--- src/rtl/flash_cmd_pkg.sv ---
package flash_cmd_pkg;
  localparam logic [14:0] UNLOCK_ADDR_A = 15'h5555;
  localparam logic [14:0] UNLOCK_ADDR_B = 15'h2AAA;
  localparam logic [7:0]  KEY_A         = 8'hAA;
  localparam logic [7:0]  KEY_B         = 8'h55;
  localparam logic [7:0]  OP_PROT_ON    = 8'hA0;
  localparam logic [7:0]  OP_EXTEND     = 8'h80;
  localparam logic [7:0]  OP_ID_EXIT    = 8'hF0;
  localparam logic [7:0]  OP_PROT_OFF   = 8'h20;
  localparam logic [7:0]  OP_ERASE      = 8'h10;
  localparam logic [7:0]  OP_ID_ENTER   = 8'h60;
  localparam logic [7:0]  MFR_CODE      = 8'hDA;
  localparam logic [7:0]  DEV_CODE      = 8'hC1;

  typedef enum logic [2:0] {
    SEQ_IDLE, SEQ_KEY1, SEQ_KEY2, SEQ_EXT3, SEQ_EXT4, SEQ_EXT5
  } seq_state_t;

  typedef struct packed {
    logic plainWrite;
    logic setProt;
    logic clrProt;
    logic startErase;
    logic enterId;
    logic exitId;
  } cmd_strobe_t;
endpackage

--- src/rtl/flash_cmd_ctrl.sv ---
module flash_cmd_ctrl
  import flash_cmd_pkg::*;
#(
  parameter int ADDR_W = 17
) (
  input  logic              clk,
  input  logic              rstN,
  input  logic              wrValid,
  input  logic [ADDR_W-1:0] wrAddr,
  input  logic [7:0]        wrData,
  input  logic              busy,
  output cmd_strobe_t       strobe
);
  seq_state_t state, stateNext;
  logic       live;
  logic       atA, atB;

  assign live = wrValid && !busy;
  assign atA  = (wrAddr[14:0] == UNLOCK_ADDR_A);
  assign atB  = (wrAddr[14:0] == UNLOCK_ADDR_B);

  always_comb begin
    stateNext = state;
    strobe    = '0;
    if (live) begin
      stateNext         = SEQ_IDLE;
      strobe.plainWrite = 1'b1;
      unique case (state)
        SEQ_IDLE: if (atA && wrData == KEY_A) begin
          stateNext = SEQ_KEY1; strobe.plainWrite = 1'b0;
        end
        SEQ_KEY1: if (atB && wrData == KEY_B) begin
          stateNext = SEQ_KEY2; strobe.plainWrite = 1'b0;
        end
        SEQ_KEY2: if (atA) begin
          if (wrData == OP_PROT_ON) begin
            strobe.setProt = 1'b1; strobe.plainWrite = 1'b0;
          end else if (wrData == OP_EXTEND) begin
            stateNext = SEQ_EXT3; strobe.plainWrite = 1'b0;
          end else if (wrData == OP_ID_EXIT) begin
            strobe.exitId = 1'b1; strobe.plainWrite = 1'b0;
          end
        end
        SEQ_EXT3: if (atA && wrData == KEY_A) begin
          stateNext = SEQ_EXT4; strobe.plainWrite = 1'b0;
        end
        SEQ_EXT4: if (atB && wrData == KEY_B) begin
          stateNext = SEQ_EXT5; strobe.plainWrite = 1'b0;
        end
        SEQ_EXT5: if (atA) begin
          if (wrData == OP_PROT_OFF) begin
            strobe.clrProt = 1'b1; strobe.plainWrite = 1'b0;
          end else if (wrData == OP_ERASE) begin
            strobe.startErase = 1'b1; strobe.plainWrite = 1'b0;
          end else if (wrData == OP_ID_ENTER) begin
            strobe.enterId = 1'b1; strobe.plainWrite = 1'b0;
          end
        end
        default: ;
      endcase
    end
  end

  always_ff @(posedge clk or negedge rstN) begin
    if (!rstN) state <= SEQ_IDLE;
    else       state <= stateNext;
  end
endmodule

--- src/rtl/flash_cmd_dpath.sv ---
module flash_cmd_dpath
  import flash_cmd_pkg::*;
#(
  parameter int ADDR_W       = 17,
  parameter int LOAD_IDLE    = 8,
  parameter int ERASE_CYCLES = 5_000_000
) (
  input  logic              clk,
  input  logic              rstN,
  input  cmd_strobe_t       strobe,
  input  logic [ADDR_W-1:0] wrAddr,
  input  logic [7:0]        wrData,
  input  logic [ADDR_W-1:0] rdAddr,
  input  logic [7:0]        arrayRdData,
  output logic [7:0]        rdData,
  output logic              protectOn,
  output logic              idMode,
  output logic              eraseStart,
  output logic              eraseBusy,
  output logic              dataWrEn,
  output logic [ADDR_W-1:0] dataWrAddr,
  output logic [7:0]        dataWrData
);
  localparam int LOAD_W  = $clog2(LOAD_IDLE + 1);
  localparam int ERASE_W = $clog2(ERASE_CYCLES + 1);
  localparam logic [LOAD_W-1:0]  LOAD_RELOAD  = LOAD_W'(LOAD_IDLE);
  localparam logic [ERASE_W-1:0] ERASE_RELOAD = ERASE_W'(ERASE_CYCLES);

  logic [LOAD_W-1:0]  loadCnt;
  logic [ERASE_W-1:0] eraseCnt;
  logic               loadOpen;
  logic               accept;

  assign loadOpen  = (loadCnt != '0);
  assign accept    = strobe.plainWrite && (!protectOn || loadOpen);
  assign eraseBusy = (eraseCnt != '0);

  always_ff @(posedge clk or negedge rstN) begin
    if (!rstN) begin
      protectOn <= 1'b1;
      idMode    <= 1'b0;
    end else begin
      if (strobe.setProt)      protectOn <= 1'b1;
      else if (strobe.clrProt) protectOn <= 1'b0;
      if (strobe.enterId)      idMode <= 1'b1;
      else if (strobe.exitId)  idMode <= 1'b0;
    end
  end

  always_ff @(posedge clk or negedge rstN) begin
    if (!rstN)                       loadCnt <= '0;
    else if (strobe.setProt)         loadCnt <= LOAD_RELOAD;
    else if (accept && loadOpen)     loadCnt <= LOAD_RELOAD;
    else if (loadOpen)               loadCnt <= loadCnt - 1'b1;
  end

  always_ff @(posedge clk or negedge rstN) begin
    if (!rstN) begin
      eraseCnt   <= '0;
      eraseStart <= 1'b0;
    end else begin
      eraseStart <= strobe.startErase;
      if (strobe.startErase) eraseCnt <= ERASE_RELOAD;
      else if (eraseBusy)    eraseCnt <= eraseCnt - 1'b1;
    end
  end

  always_ff @(posedge clk or negedge rstN) begin
    if (!rstN) begin
      dataWrEn   <= 1'b0;
      dataWrAddr <= '0;
      dataWrData <= '0;
    end else begin
      dataWrEn <= accept;
      if (accept) begin
        dataWrAddr <= wrAddr;
        dataWrData <= wrData;
      end
    end
  end

  always_comb begin
    rdData = arrayRdData;
    if (idMode) begin
      if (rdAddr == ADDR_W'(0))      rdData = MFR_CODE;
      else if (rdAddr == ADDR_W'(1)) rdData = DEV_CODE;
    end
  end
endmodule

--- src/rtl/flash_cmd_decoder.sv ---
module flash_cmd_decoder
  import flash_cmd_pkg::*;
#(
  parameter int ADDR_W       = 17,
  parameter int LOAD_IDLE    = 8,
  parameter int ERASE_CYCLES = 5_000_000
) (
  input  logic              clk,
  input  logic              rstN,
  input  logic              wrValid,
  input  logic [ADDR_W-1:0] wrAddr,
  input  logic [7:0]        wrData,
  input  logic [ADDR_W-1:0] rdAddr,
  input  logic [7:0]        arrayRdData,
  output logic [7:0]        rdData,
  output logic              protectOn,
  output logic              idMode,
  output logic              eraseStart,
  output logic              eraseBusy,
  output logic              dataWrEn,
  output logic [ADDR_W-1:0] dataWrAddr,
  output logic [7:0]        dataWrData
);
  cmd_strobe_t strobe;

  flash_cmd_ctrl #(.ADDR_W(ADDR_W)) u_ctrl (
    .clk(clk), .rstN(rstN), .wrValid(wrValid), .wrAddr(wrAddr),
    .wrData(wrData), .busy(eraseBusy), .strobe(strobe)
  );

  flash_cmd_dpath #(
    .ADDR_W(ADDR_W), .LOAD_IDLE(LOAD_IDLE), .ERASE_CYCLES(ERASE_CYCLES)
  ) u_dpath (
    .clk(clk), .rstN(rstN), .strobe(strobe), .wrAddr(wrAddr),
    .wrData(wrData), .rdAddr(rdAddr), .arrayRdData(arrayRdData),
    .rdData(rdData), .protectOn(protectOn), .idMode(idMode),
    .eraseStart(eraseStart), .eraseBusy(eraseBusy), .dataWrEn(dataWrEn),
    .dataWrAddr(dataWrAddr), .dataWrData(dataWrData)
  );
endmodule

--- config.mk ---
export PLATFORM = sky130hd
export DESIGN_NAME = flash_cmd_decoder
export DESIGN_NICKNAME = d
export VERILOG_FILES = /design/src/rtl/flash_cmd_pkg.sv /design/src/rtl/flash_cmd_ctrl.sv /design/src/rtl/flash_cmd_dpath.sv /design/src/rtl/flash_cmd_decoder.sv
export SDC_FILE = /design/constraint.sdc
export NUM_CORES = 1
export LEC_CHECK = 0
export ABC_AREA = 1
export BUFFER_PORTS_ARGS = -buffer_cell sky130_fd_sc_hd__buf_4
export CORE_MARGIN = 10
export CORE_UTILIZATION = 48
export CTS_CLUSTER_DIAMETER = 40
export DETAILED_ROUTE_END_ITERATION = 8
export GPL_ROUTABILITY_DRIVEN = 0
export GPL_TIMING_DRIVEN = 0
export PLACE_DENSITY = 0.87
export SYNTH_ARGS = -nofsm -noshare
export SYNTH_HDL_FRONTEND = slang
export SYNTH_SLANG_ARGS = --single-unit
export TNS_END_PERCENT = 1
--- constraint.sdc ---
create_clock -name clk -period 1.8 [get_ports clk]
set_input_delay 0.45 -clock clk [delete_from_list [all_inputs] [get_ports clk]]
set_output_delay 0.45 -clock clk [all_outputs]
set_load 0.01 [all_outputs]
# [Word level (Yosys, flattened, before mapping)]
# Cells that the tools add are included.
[totals] wordCells=91 reg_bits=59 input_bits=53 out_inout_bits=38
[op_classes] reduce_logical=18 n_eq_ne=16 mux=46 addsub=2
[ops] cell="2-to-1 mux 23 bit" count=2
[ops] cell="== test 8 bit, second input constant" count=4
[ops] cell="2-to-1 mux 1 bit" count=25
[ops] cell="2-to-1 mux 8 bit" count=3
[ops] cell="nonzero test 23 bit" count=1
[ops] cell="subtractor 23 x 1 -> 23 bit, second input constant" count=1
[ops] cell="2-to-1 mux 3 bit" count=6
[ops] cell="== test 17 x 1 -> 1 bit, second input constant" count=1
[ops] cell="zero test 17 bit" count=1
[ops] cell="== test 8 x 7 -> 1 bit, second input constant" count=2
[ops] cell="== test 15 x 14 -> 1 bit, second input constant" count=1
[ops] cell="== test 15 bit, second input constant" count=1
[ops] cell="one-hot mux 3 bit (5 select lines)" count=1
[ops] cell="2-to-1 mux 4 bit" count=3
[ops] cell="== test 8 x 5 -> 1 bit, second input constant" count=1
[ops] cell="== test 8 x 6 -> 1 bit, second input constant" count=1
[ops] cell="2-to-1 mux 2 bit" count=4
[ops] cell="== test 3 x 2 -> 1 bit, second input constant" count=2
[ops] cell="== test 3 bit, second input constant" count=2
[ops] cell="2-to-1 mux 6 bit" count=1
[ops] cell="nonzero test 2 bit" count=3
[ops] cell="logical AND 1 bit" count=5
[ops] cell="one-hot mux 1 bit (4 select lines)" count=1
[ops] cell="nonzero test 4 bit" count=1
[ops] cell="other kinds (7)" count=9

# [Depth between registers and ports, before layout]
# Gate-level depths: netlist of run 1.
[depth] depth_word=11 depth_mapped=13 ltp_nobuf=12

# [Cells and area by module]
# From an unflattened synthesis of run 1, not the netlist that was laid out.
[unflattened] hier_cells=490 area_unflattened_um2=3493.4
[modules_own_cells] module="flash_cmd_dpath" area_each_um2=2877.8 seq_area_each_um2=1402.6 instances=1 cells_each=362
[modules_own_cells] module="flash_cmd_ctrl" area_each_um2=615.6 seq_area_each_um2=75.1 instances=1 cells_each=128

# [Worst setup path before layout of run 1]
# No wires, ideal clock.
[synth_path] path_type="input to output" from="in rdAddr[8]" to="out rdData[0]" path_stages=4 path_slack_ns=-0.062 path_buffers=0 required_ns=1.350 arrival_ns=1.412 cell_sequence="nor4_1 nor3b_1 nand3_1 o21ai_0"
[synth_via] elab_chain_len=4 elab_cells_between_ends=5 classes_between="eq/ne: 1; mux: 3; reduce/logical: 1"
[synth_rtl] element="start, declared" line_no="flash_cmd_decoder.sv:13" source="input logic [ADDR_W-1:0] rdAddr,"
[synth_rtl] element="== test 17 x 1 -> 1 bit" line_no="flash_cmd_dpath.sv:86" source="else if (rdAddr == ADDR_W'(1)) rdData = DEV_CODE;"
[synth_rtl] element="2-to-1 mux 8 bit" line_no="flash_cmd_dpath.sv:86"
[synth_rtl] element="2-to-1 mux 8 bit (*)" line_no="flash_cmd_dpath.sv:85" source="if (rdAddr == ADDR_W'(0)) rdData = MFR_CODE;"
[synth_rtl] element="2-to-1 mux 8 bit (*)" line_no="flash_cmd_dpath.sv:84" source="if (idMode) begin"
[synth_rtl] element="end, declared" line_no="flash_cmd_decoder.sv:15" source="output logic [7:0] rdData,"
# Every way passes the cells marked *; elsewhere a longest branch is shown, timed or not.

# [Final worst setup path of run 1]
[layout_path] from="in rdAddr[13]" to="out rdData[3]"
# The elaborated chain is that of the path after synthesis.

==> results.sh, run 1 <==
export IMPL_pin_count=91
export IMPL_avgRoutedWirePerCell_um=14.0
export IMPL_clock_path_buffers=2
export IMPL_yosysWarnings=0
export IMPL_crit_fanout=5
export IMPL_violations="negative setup slack"
export IMPL_ir_drop_mv=0.403
export IMPL_grt_remaining_overflow=0
export IMPL_finalSetupViolCount=43
export IMPL_syn_inst=497
export IMPL_antenna_found_initial=0
export IMPL_ff_latch_area_sq_um=1480
export IMPL_synth_seq_cells=59
export IMPL_htreeDepth=3
export IMPL_die_h_um=106
export IMPL_start_kind="primary input"
export IMPL_synth_nets=553
export IMPL_drt_total_wl_um=10000
export IMPL_cts_buffers=9
export IMPL_multi_input_area_sq_um=1950
export IMPL_fp_dieW_um=106
export IMPL_fin_crit_ns=2.09
export IMPL_worstPathArrival_ns=1.64
export IMPL_grt_use_total=0.176
export IMPL_ys_flop_type="dfrtp_1"
export IMPL_grt_pass1_wl_um=16400
export IMPL_fin_util=0.670
export IMPL_report_final_slew_viol_count=0
export IMPL_routed_via_count=3621
export IMPL_setup_slack_ns=-0.289
export IMPL_layout_cells_non_filler=716
export IMPL_rsz0062_at_grt="yes"
export IMPL_min_delay_path_class="primary input to async pin"
export IMPL_num_rows=31
export IMPL_critical_path_class="primary input to primary output"
export IMPL_io_buffer_count=90
export IMPL_start_util=0.492
export IMPL_syn_cell_area_sq_um=3550
export IMPL_synthArstFlopShare=1.00
export IMPL_drtAntennaViolNets=0
export IMPL_worstSetupEndpointType="primary output"
export IMPL_worst_clock_skew_ns=0.0128
export IMPL_placedCellCount=686
export IMPL_place_hpwl_um=7390
export IMPL_die_area_sq_um=11200
export IMPL_p_leak_nw=2.59
export IMPL_vias_per_cell=5.06
export IMPL_worst_pin_slew_ns=0.752
export IMPL_p_per_area_nw_per_um2=553
export IMPL_grt_pass1_vias=3707
export IMPL_status="complete, but fails checks"
export IMPL_clk_insertion_delay_late_ns=0.36
export IMPL_cts_sinks=59
export IMPL_layout_drive_gt1_share=0.300
export IMPL_drv_cap=0
export IMPL_holdWs_ns=0.146
export IMPL_timing_fmax_mhz=479
export IMPL_postSynthAreaPerCell_sq_um=7.15
export IMPL_design_area_sq_um=4840
export IMPL_antenna_cells=0
export IMPL_hold_viol_final=0
export IMPL_coreArea_sq_um=7210
export IMPL_grt_max_degree=60
export IMPL_max_slew_margin=0.499
export IMPL_fillCellCount=620
export IMPL_dr_pass1_iters=5
export IMPL_nets=668
export IMPL_synth_cell_types=39
export IMPL_total_power_mw=2.68
export IMPL_fin_crit_sh=1.16
export IMPL_dpl_cell_area_sq_um=4350
export IMPL_yosysSeqAreaShare=0.416
export IMPL_drtIter0Drc=216
export IMPL_cp_data_required_time_ns=1.35
export IMPL_area_growth_pct=36.2
export IMPL_clk_pin_slew_ns=0.07
export IMPL_root_buffer="clkbuf_8"
export IMPL_synth_edf_count=0
export IMPL_drc=0
export IMPL_cts_tree="built"
## sequential cells by signal (all words and copies together) (netlist names)
register and flops:
u_ctrl.state 3, u_dpath.dataWrAddr 17, u_dpath.dataWrData 8, u_dpath.dataWrEn 1, u_dpath.eraseCnt 23, u_dpath.eraseStart 1
u_dpath.idMode 1, u_dpath.loadCnt 4, u_dpath.protectOn 1
## worst paths after layout
path	startpoint	endpoint	slack, ns	depth (start not counted)
worst max-delay path	rdAddr[13]	rdData[3]	-0.29	7
worst min-delay path	rstN	u_dpath.eraseCnt[5]$_DFFE_PN0P_	0.15	1
max in group asynchronous	rstN	u_dpath.dataWrData[4]$_DFFE_PN0P_	1.13	1
worst min register to register	u_dpath.dataWrAddr[3]$_DFFE_PN0P_	u_dpath.dataWrAddr[3]$_DFFE_PN0P_	0.48	2
min in group clk	wrAddr[15]	u_dpath.dataWrAddr[15]$_DFFE_PN0P_	0.32	3
worst max register to register	u_dpath.eraseCnt[16]$_DFFE_PN0P_	u_dpath.dataWrData[3]$_DFFE_PN0P_	-0.16	10
## report_power, final
group | leakage, nW | internal (mW) | switching, mW
clock | 0.0818 | 0.504 | 0.579
combinational | 1.74 | 0.119 | 0.143
sequential | 0.771 | 1.33 | 0.00275
## synth_stat cells, types with 2 or more instances
master	n	area share
o22ai_1	2	0.0035
o21ai_0	16	0.023
nor3_1	8	0.011
xnor2_1	2	0.0049
buf_2	2	0.0028
nand3_1	59	0.083
buf_6	2	0.0063
ha_1	3	0.011
nand2_2	2	0.0035
inv_2	4	0.0042
o31ai_1	2	0.0042
nor2_2	5	0.0088
a21oi_1	4	0.0056
nor2_4	2	0.0063
or2_2	4	0.0070
nor2_1	66	0.070
nor3_2	2	0.0056
o211ai_1	2	0.0042
dfrtp_1	58	0.41
xor2_1	10	0.025
nor4_1	2	0.0035
nand3_2	2	0.0056
nor3b_1	3	0.0063
inv_1	71	0.075
buf_4	2	0.0042
nand4_1	7	0.012
nand2_1	143	0.15
## layout make-up
cell class / count / share of cell area
buffer: 6 / 0.00983
clock buffer: 9 / 0.0256
clock inverter: 7 / 0.0111
inverter: 75 / 0.0582
multi-input combinational: 358 / 0.403
sequential: 59 / 0.305
tap: 99 / 0.0256
timing repair buffer: 103 / 0.161
## critical path, cell delays in order
cell and delay (ns):
buf_6 0.10, nor4_4 0.26, nor3b_4 0.30, nand3_4 0.17
nor2_4 0.18, a21oi_2 0.04, buf_4 0.14
## cells by family (layout without fill, tap and decap cells)
| family | after synthesis | after routing | share of synthesized area |
|---|---|---|---|
| simple gates | 313 | 314 | 0.404 |
| buf+inv | 81 | 200 | 0.0926 |
| flops | 59 | 59 | 0.416 |
| compound gates | 29 | 29 | 0.0472 |
| xor+xnor | 12 | 12 | 0.0296 |
| fa+ha+maj | 3 | 3 | 0.0106 |
## per-stage QoR
step / TNS (ns) / setup WS [ns]
after floorplan: -0.0508 / -0.0169
after global placement: -6.76 / -0.367
after detailed placement: -8.25 / -0.400
after CTS: -5.22 / -0.232
after global routing: -11.26 / -0.367
final: -6.26 / -0.289
## routing by layer
metal  vias to the layer above  global-route usage  part of all wire
met5                         -                   0                 0
met4                         0              0.0638             0.014
met3                        15              0.0797             0.081
met2                        96               0.311              0.53
met1                      1701               0.179              0.37
li1                       1809                   -                 -
## repair_timing
item | in CTS | in global routing
hold buffers | 0 | 0
endpoints found under the setup margin | 54 | 66
resized for setup | 18 | 31
gates cloned | 1 | 0
endpoints found under the hold margin | 0 | 0
pin swaps | 6 | 11
buffers inserted | 6 | 7
## cells in the final DEF, fill, tap and decap left out, types with 3 or more instances in the layout
cell	Yosys	final
nand4_1	7	7
inv_2	4	6
nand2_1	143	139
clkbuf_8	0	9
o21ai_0	16	14
nor3_4	1	3
a21oi_2	1	4
or2_2	4	4
nor3_1	8	6
nand2_2	2	6
buf_4	2	103
nor2_2	5	7
nor2_4	2	10
nor2_1	66	56
xor2_1	10	10
ha_1	3	3
clkinvlp_4	0	3
dfrtp_1	58	58
buf_6	2	4
nand3_2	2	4
nand3_1	59	56
inv_1	71	69
No activity file was read; power rests on OpenSTA's default activity.
==> inputs of run 2 (changes only) <==
--- a/config.mk
+++ b/config.mk
@@ -7,6 +7,7 @@
 export LEC_CHECK = 0
 export ABC_AREA = 1
 export BUFFER_PORTS_ARGS = -buffer_cell sky130_fd_sc_hd__buf_4
+export CORE_ASPECT_RATIO = 1.25
 export CORE_MARGIN = 10
 export CORE_UTILIZATION = 48
 export CTS_CLUSTER_DIAMETER = 40
@@ -16,5 +17,6 @@
 export PLACE_DENSITY = 0.87
 export SYNTH_ARGS = -nofsm -noshare
 export SYNTH_HDL_FRONTEND = slang
+export SYNTH_HIERARCHICAL = 1
 export SYNTH_SLANG_ARGS = --single-unit
 export TNS_END_PERCENT = 1
==> results.sh, run 2 <==
export IMPL_synth_seq_cells=59
export IMPL_clk_pin_slew_ns=0.08
export IMPL_syn_cell_area_sq_um=3490
export IMPL_synth_edf_count=0
export IMPL_worst_path_stages=12
export IMPL_start_util=0.498
export IMPL_pin_count=91
export IMPL_dr_pass1_iters=5
export IMPL_htreeDepth=3
export IMPL_worst_clock_skew_ns=0.00957
export IMPL_grt_max_degree=60
export IMPL_min_delay_path_class="primary input to async pin"
export IMPL_avgRoutedWirePerCell_um=15.7
export IMPL_ff2ff_path_depth=12
export IMPL_vias_per_cell=5.32
export IMPL_slowest_stage="dfrtp_1"
export IMPL_layout_drive_gt1_share=0.342
export IMPL_p_int_mw=2.50
export IMPL_fp_dieW_um=96.3
export IMPL_cp_data_required_time_ns=2.09
export IMPL_grt_pass1_wl_um=17300
export IMPL_drc=0
export IMPL_area_growth_pct=38.9
export IMPL_violations="negative setup slack"
export IMPL_cts_tree="built"
export IMPL_clock_path_buffers=2
export IMPL_worstSetupEndpoint="u_dpath/dataWrAddr[3]$_DFFE_PN0P_"
export IMPL_yosysWarnings=6
export IMPL_setup_slack_ns=-0.147
export IMPL_worstPathArrival_ns=2.23
export IMPL_postSynthAreaPerCell_sq_um=7.13
export IMPL_hold_buffers=0
export IMPL_nets=670
export IMPL_worstSetupEndpointType="register"
export IMPL_final_cell_mix="167 x nand2_1, 113 x buf_4, 61 x nor2_1"
export IMPL_die_area_sq_um=11100
export IMPL_worst_pin_slew_ns=0.769
export IMPL_die_h_um=115
export IMPL_regMostFlops="u_dpath/eraseCnt"
export IMPL_fin_crit_ns=1.95
export IMPL_yosysSeqAreaShare=0.423
export IMPL_p_leak_nw=2.51
export IMPL_fin_util=0.691
export IMPL_grt_use_total=0.194
export IMPL_r2r_end="u_dpath/dataWrAddr[3]$_DFFE_PN0P_"
export IMPL_synth_area_leaders="dfrtp_1 42%, nand2_1 18%, nor2_1 7.2%"
export IMPL_finalSetupViolCount=57
export IMPL_max_slew_margin=0.487
export IMPL_num_rows=34
export IMPL_p_per_area_nw_per_um2=694
export IMPL_synth_top_cell_area_share=0.415
export IMPL_timing_critical_path_from="u_dpath/eraseCnt[19]$_DFFE_PN0P_"
export IMPL_clk_insertion_delay_late_ns=0.35
export IMPL_cts_buffers=9
export IMPL_ir_drop_mv=0.566
export IMPL_timing_rr_start="u_dpath/eraseCnt[19]$_DFFE_PN0P_"
export IMPL_ys_flop_type="dfrtp_1"
export IMPL_crit_top_cell="nor2_4"
export IMPL_reg2reg_slack_ns=-0.15
export IMPL_yosysMostFrequentCell="nand2_1"
export IMPL_io_buffer_count=90
export IMPL_grt_remaining_overflow=0
export IMPL_cts_sinks=59
export IMPL_synthArstFlopShare=1.00
export IMPL_largest_register_ffs=23
export IMPL_fin_crit_sh=1.08
export IMPL_grt_pass1_vias=3849
export IMPL_antenna_found_initial=0
export IMPL_routed_via_count=3774
export IMPL_status="complete, but fails checks"
export IMPL_antenna_cells=0
export IMPL_hold_viol_final=0
export IMPL_report_final_slew_viol_count=0
export IMPL_synth_cell_types=35
export IMPL_reg_top3="u_dpath/eraseCnt: 23 flops, u_dpath/dataWrAddr: 17 flops, u_dpath/dataWrData: 8 flops"
export IMPL_path_delay_family="simple AND/OR/NAND/NOR gates"
export IMPL_synth_cells_most_frequent="169 x nand2_1, 67 x nor2_1, 58 x dfrtp_1"
export IMPL_timing_fmax_mhz=514
export IMPL_synth_nets=545
export IMPL_syn_inst=490
export IMPL_p_clk_frac=0.446
export IMPL_crit_fanout=10
export IMPL_p_switching_mw=0.868
export IMPL_drtIter0Drc=279
export IMPL_rsz0062_at_grt="yes"
export IMPL_drt_total_wl_um=11200
export IMPL_swShare=0.258
export IMPL_pwr_share_seq=0.424
export IMPL_drtAntennaViolNets=0
export IMPL_critPathMaxStageDelay_ns=0.42
export IMPL_root_buffer="clkbuf_8"
export IMPL_combinationalPowerShare=0.130
export IMPL_worst_path_buf_inv=3
export IMPL_worstPathCellList="nor2_4, nand2_2, nor3_4, nand3_4, nor2_4, inv_4, nor2_4, nand2_4, inv_6, buf_6, nand2_1, nand2_1"
export IMPL_start_kind="register"
export IMPL_place_hpwl_um=7310
export IMPL_coreArea_sq_um=7020
export IMPL_mostFrequentLayoutCell="nand2_1"
export IMPL_drv_cap=0
export IMPL_total_power_mw=3.37
export IMPL_yosysTopAreaCell="dfrtp_1"
export IMPL_critical_path_class="register to register"
## run 2: final cells by class
class	instances	area, sq um
repair buffers	113	856
clock inverters	6	114
well taps	90	113
clock buffers	10	128
repair inverters	1	8.76
plain buffers	6	60.1
fillers	513	2170
inverters	57	230
multi-input cells	368	1870
flip-flops and latches	59	1480
## run 2: power groups by stage
stage | Sequential (mW) | Combinational (mW) | Clock (mW)
global route | 1.43 | 0.477 | 1.57
CTS | 1.43 | 0.416 | 1.51
floorplan | 1.44 | 0.223 | 0
global placement | 1.44 | 0.391 | 0
finish | 1.43 | 0.437 | 1.50
detailed placement | 1.45 | 0.405 | 0
## run 2: worst min path at each step
stage          cells past startpoint                                end
5_1_grt                            1    u_dpath/eraseCnt[2]$_DFFE_PN0P_
2_1_floorplan                      0        u_ctrl/state[0]$_DFFE_PN0P_
6_report                           1    u_dpath/eraseCnt[4]$_DFFE_PN0P_
3_3_place_gp                       2  u_dpath/dataWrAddr[4]$_DFFE_PN0P_
4_1_cts                            1    u_dpath/eraseCnt[2]$_DFFE_PN0P_
3_5_place_dp                       2  u_dpath/dataWrData[4]$_DFFE_PN0P_
## run 2: per-layer routing
metal,GRT usage,routed length (um),up-vias
met5,0,0,-
met4,0.0951,400,0
met3,0.0672,981,46
met2,0.346,5900,187
met1,0.193,3870,1751
li1,-,-,1790
## run 2: cell families (layout without fill, tap and decap cells)
logic type	count (synthesis)	after routing	synth area share
AND/OR/NAND/NOR	335	335	0.437
buffers and inverters	63	193	0.0752
flip-flops	59	59	0.423
AO/OA/AOI/OAI	26	26	0.0451
XOR/XNOR	5	5	0.0125
adder cells (fa/ha/maj)	2	2	0.00716
## run 2: metrics by stage
stage	cells	TNS [ns]	worst slack, ns	hold slack (ns)	cell area [sq um]
3_5_place_dp	670	-29.59	-0.704	0.470	4340
6_report	710	-5.50	-0.147	0.173	4850
5_1_grt	710	-12.66	-0.266	0.208	4850
2_1_floorplan	490	-8.88	-0.227	0.154	3550
4_1_cts	704	-6.94	-0.177	0.191	4770
3_3_place_gp	670	-28.29	-0.665	0.464	4340
## run 2: timing repair
action / in CTS / in global routing
endpoints found under the setup margin: 68 / 68
pin swaps: 15 / 6
gates resized for setup: 19 / 13
buffers inserted: 17 / 6
gates cloned: 1 / 0
==> inputs of run 3 (changes only) <==
--- a/config.mk
+++ b/config.mk
@@ -7,7 +7,7 @@
 export LEC_CHECK = 0
 export ABC_AREA = 1
 export BUFFER_PORTS_ARGS = -buffer_cell sky130_fd_sc_hd__buf_4
-export CORE_ASPECT_RATIO = 1.25
+export CORE_ASPECT_RATIO = 2
 export CORE_MARGIN = 10
 export CORE_UTILIZATION = 48
 export CTS_CLUSTER_DIAMETER = 40
==> results.sh, run 3 (synthesis gave the netlist of run 2 again) <==
export IMPL_dr_pass1_iters=5
export IMPL_grt_pass1_wl_um=17300
export IMPL_cp_data_required_time_ns=2.01
export IMPL_clk_pin_slew_ns=0.05
export IMPL_grt_pass1_vias=3646
export IMPL_dpl_worst_slack_ns=-0.756
export IMPL_final_cell_mix="160 x nand2_1, 124 x buf_4, 57 x nor2_1"
export IMPL_finalSetupViolCount=63
export IMPL_clk_insertion_delay_late_ns=0.33
export IMPL_cts_buffers=9
export IMPL_grt_max_degree=60
export IMPL_num_rows=44
export IMPL_drt_total_wl_um=11200
export IMPL_final_setup_tns_ns=-10.35
export IMPL_ff_latch_area_sq_um=1480
export IMPL_pin_count=91
export IMPL_antenna_found_initial=0
export IMPL_hold_viol_final=0
export IMPL_die_area_sq_um=11300
export IMPL_worstSetupEndpointType="register"
export IMPL_total_power_mw=3.56
export IMPL_hold_buffers=0
export IMPL_min_delay_path_class="primary input to async pin"
export IMPL_timing_critical_path_from="u_dpath/eraseCnt[20]$_DFFE_PN0P_"
export IMPL_nets=683
export IMPL_fin_crit_ns=2.07
export IMPL_worstPathArrival_ns=2.28
export IMPL_fin_crit_sh=1.15
export IMPL_timing_fmax_mhz=483
export IMPL_p_leak_nw=2.62
export IMPL_setup_slack_ns=-0.271
export IMPL_mostFrequentLayoutCell="nand2_1"
export IMPL_place_hpwl_um=7200
export IMPL_io_buffer_count=90
export IMPL_reg_top3="u_dpath/eraseCnt: 23 flops, u_dpath/dataWrAddr: 17 flops, u_dpath/dataWrData: 8 flops"
export IMPL_cts_tree="built"
export IMPL_htreeDepth=3
export IMPL_antenna_cells=0
export IMPL_slowest_stage="dfrtp_1"
export IMPL_fp_dieW_um=80.3
export IMPL_drc=0
export IMPL_worst_pin_slew_ns=0.736
export IMPL_fillCellCount=540
export IMPL_die_h_um=141
export IMPL_largest_register_ffs=23
export IMPL_crit_top_cell="nor2_1"
export IMPL_vias_per_cell=5.33
export IMPL_fin_util=0.711
export IMPL_critPathMaxStageDelay_ns=0.38
export IMPL_worst_path_buf_inv=2
export IMPL_clock_path_buffers=2
export IMPL_multi_input_area_sq_um=1930
export IMPL_drtIter0Drc=379
export IMPL_crit_fanout=3
export IMPL_worstPathCellList="nor2_2, nand2_2, nor3_4, nand3_4, nor2_4, inv_4, nor4_4, nor2_1, inv_1, nor2_1, nor2_1, a21oi_1"
export IMPL_grt_use_total=0.189
export IMPL_drv_cap=0
export IMPL_timing_rr_start="u_dpath/eraseCnt[20]$_DFFE_PN0P_"
export IMPL_violations="negative setup slack"
export IMPL_area_growth_pct=45.7
export IMPL_rsz0062_at_grt="yes"
export IMPL_critical_path_class="register to register"
export IMPL_cts_sinks=59
export IMPL_ir_drop_mv=0.717
export IMPL_p_per_area_nw_per_um2=700
export IMPL_coreArea_sq_um=7160
export IMPL_max_slew_margin=0.509
export IMPL_report_final_slew_viol_count=0
export IMPL_routed_via_count=3864
export IMPL_start_util=0.488
export IMPL_drtAntennaViolNets=0
export IMPL_avgRoutedWirePerCell_um=15.5
export IMPL_regMostFlops="u_dpath/eraseCnt"
export IMPL_status="complete, but fails checks"
export IMPL_root_buffer="clkbuf_16"
export IMPL_holdWs_ns=0.193
export IMPL_layout_drive_gt1_share=0.381
export IMPL_grt_remaining_overflow=0
export IMPL_start_kind="register"
export IMPL_worst_clock_skew_ns=0.00644
export IMPL_path_delay_family="simple AND/OR/NAND/NOR gates"
-- run 3: worst register-to-register path, delay by kind of cell, from the launching register on --
| kind | cells | cell delay, ns |
|---|---|---|
| flops | 1 | 0.38 |
| simple gates | 9 | 1.34 |
| compound gates | 1 | 0.05 |
| buf+inv | 2 | 0.18 |
-- run 3: layer usage --
metal,GRT usage,part of all wire,vias up
met1,0.232,0.38,1812
met4,0.0550,0.016,0
met2,0.299,0.50,208
met3,0.0720,0.098,26
li1,-,-,1818
met5,0,0,-
-- run 3: timing repair --
item                       CTS  global route
buffers inserted            21            15
cloned                       1             0
resized for setup           33            25
pin swaps                   23            14
setup endpoints to repair   68            68
-- run 3: stage by stage --
step,instance area [sq um],cells
after floorplan,3550,490
after global placement,4340,672
after detailed placement,4340,672
after CTS,4900,710
after global routing,5090,725
final,5090,725
-- run 3: worst paths after layout --
check                                                           to  slack, ns  cells past startpoint
worst min-delay path              u_dpath/eraseCnt[18]$_DFFE_PN0P_       0.19                      1
max in group asynchronous         u_dpath/eraseCnt[11]$_DFFE_PN0P_       1.08                      1
worst min register to register  u_dpath/dataWrAddr[16]$_DFFE_PN0P_       0.48                      2
worst max register to register      u_dpath/loadCnt[0]$_DFFE_PN0P_      -0.27                     12
min in group clk                u_dpath/dataWrAddr[16]$_DFFE_PN0P_       0.32                      3
worst max-delay path                u_dpath/loadCnt[0]$_DFFE_PN0P_      -0.27                     12
-- run 3: area by class of cell --
cell class                 count  share of cell area
inverter                      57              0.0452
timing repair inverter         1             0.00172
buffer                         6              0.0140
multi-input combinational    368               0.379
sequential                    59               0.291
clock inverter                 5              0.0103
tap                           92              0.0226
timing repair buffer         126               0.189
clock buffer                  11              0.0477
-- run 3: where the power goes --
part | switching, mW | total [mW] | internal (mW)
Combinational | 0.239 | 0.443 | 0.204
Sequential | 0.0463 | 1.43 | 1.38
Clock | 0.592 | 1.69 | 1.10
Total | 0.877 | 3.56 | 2.69
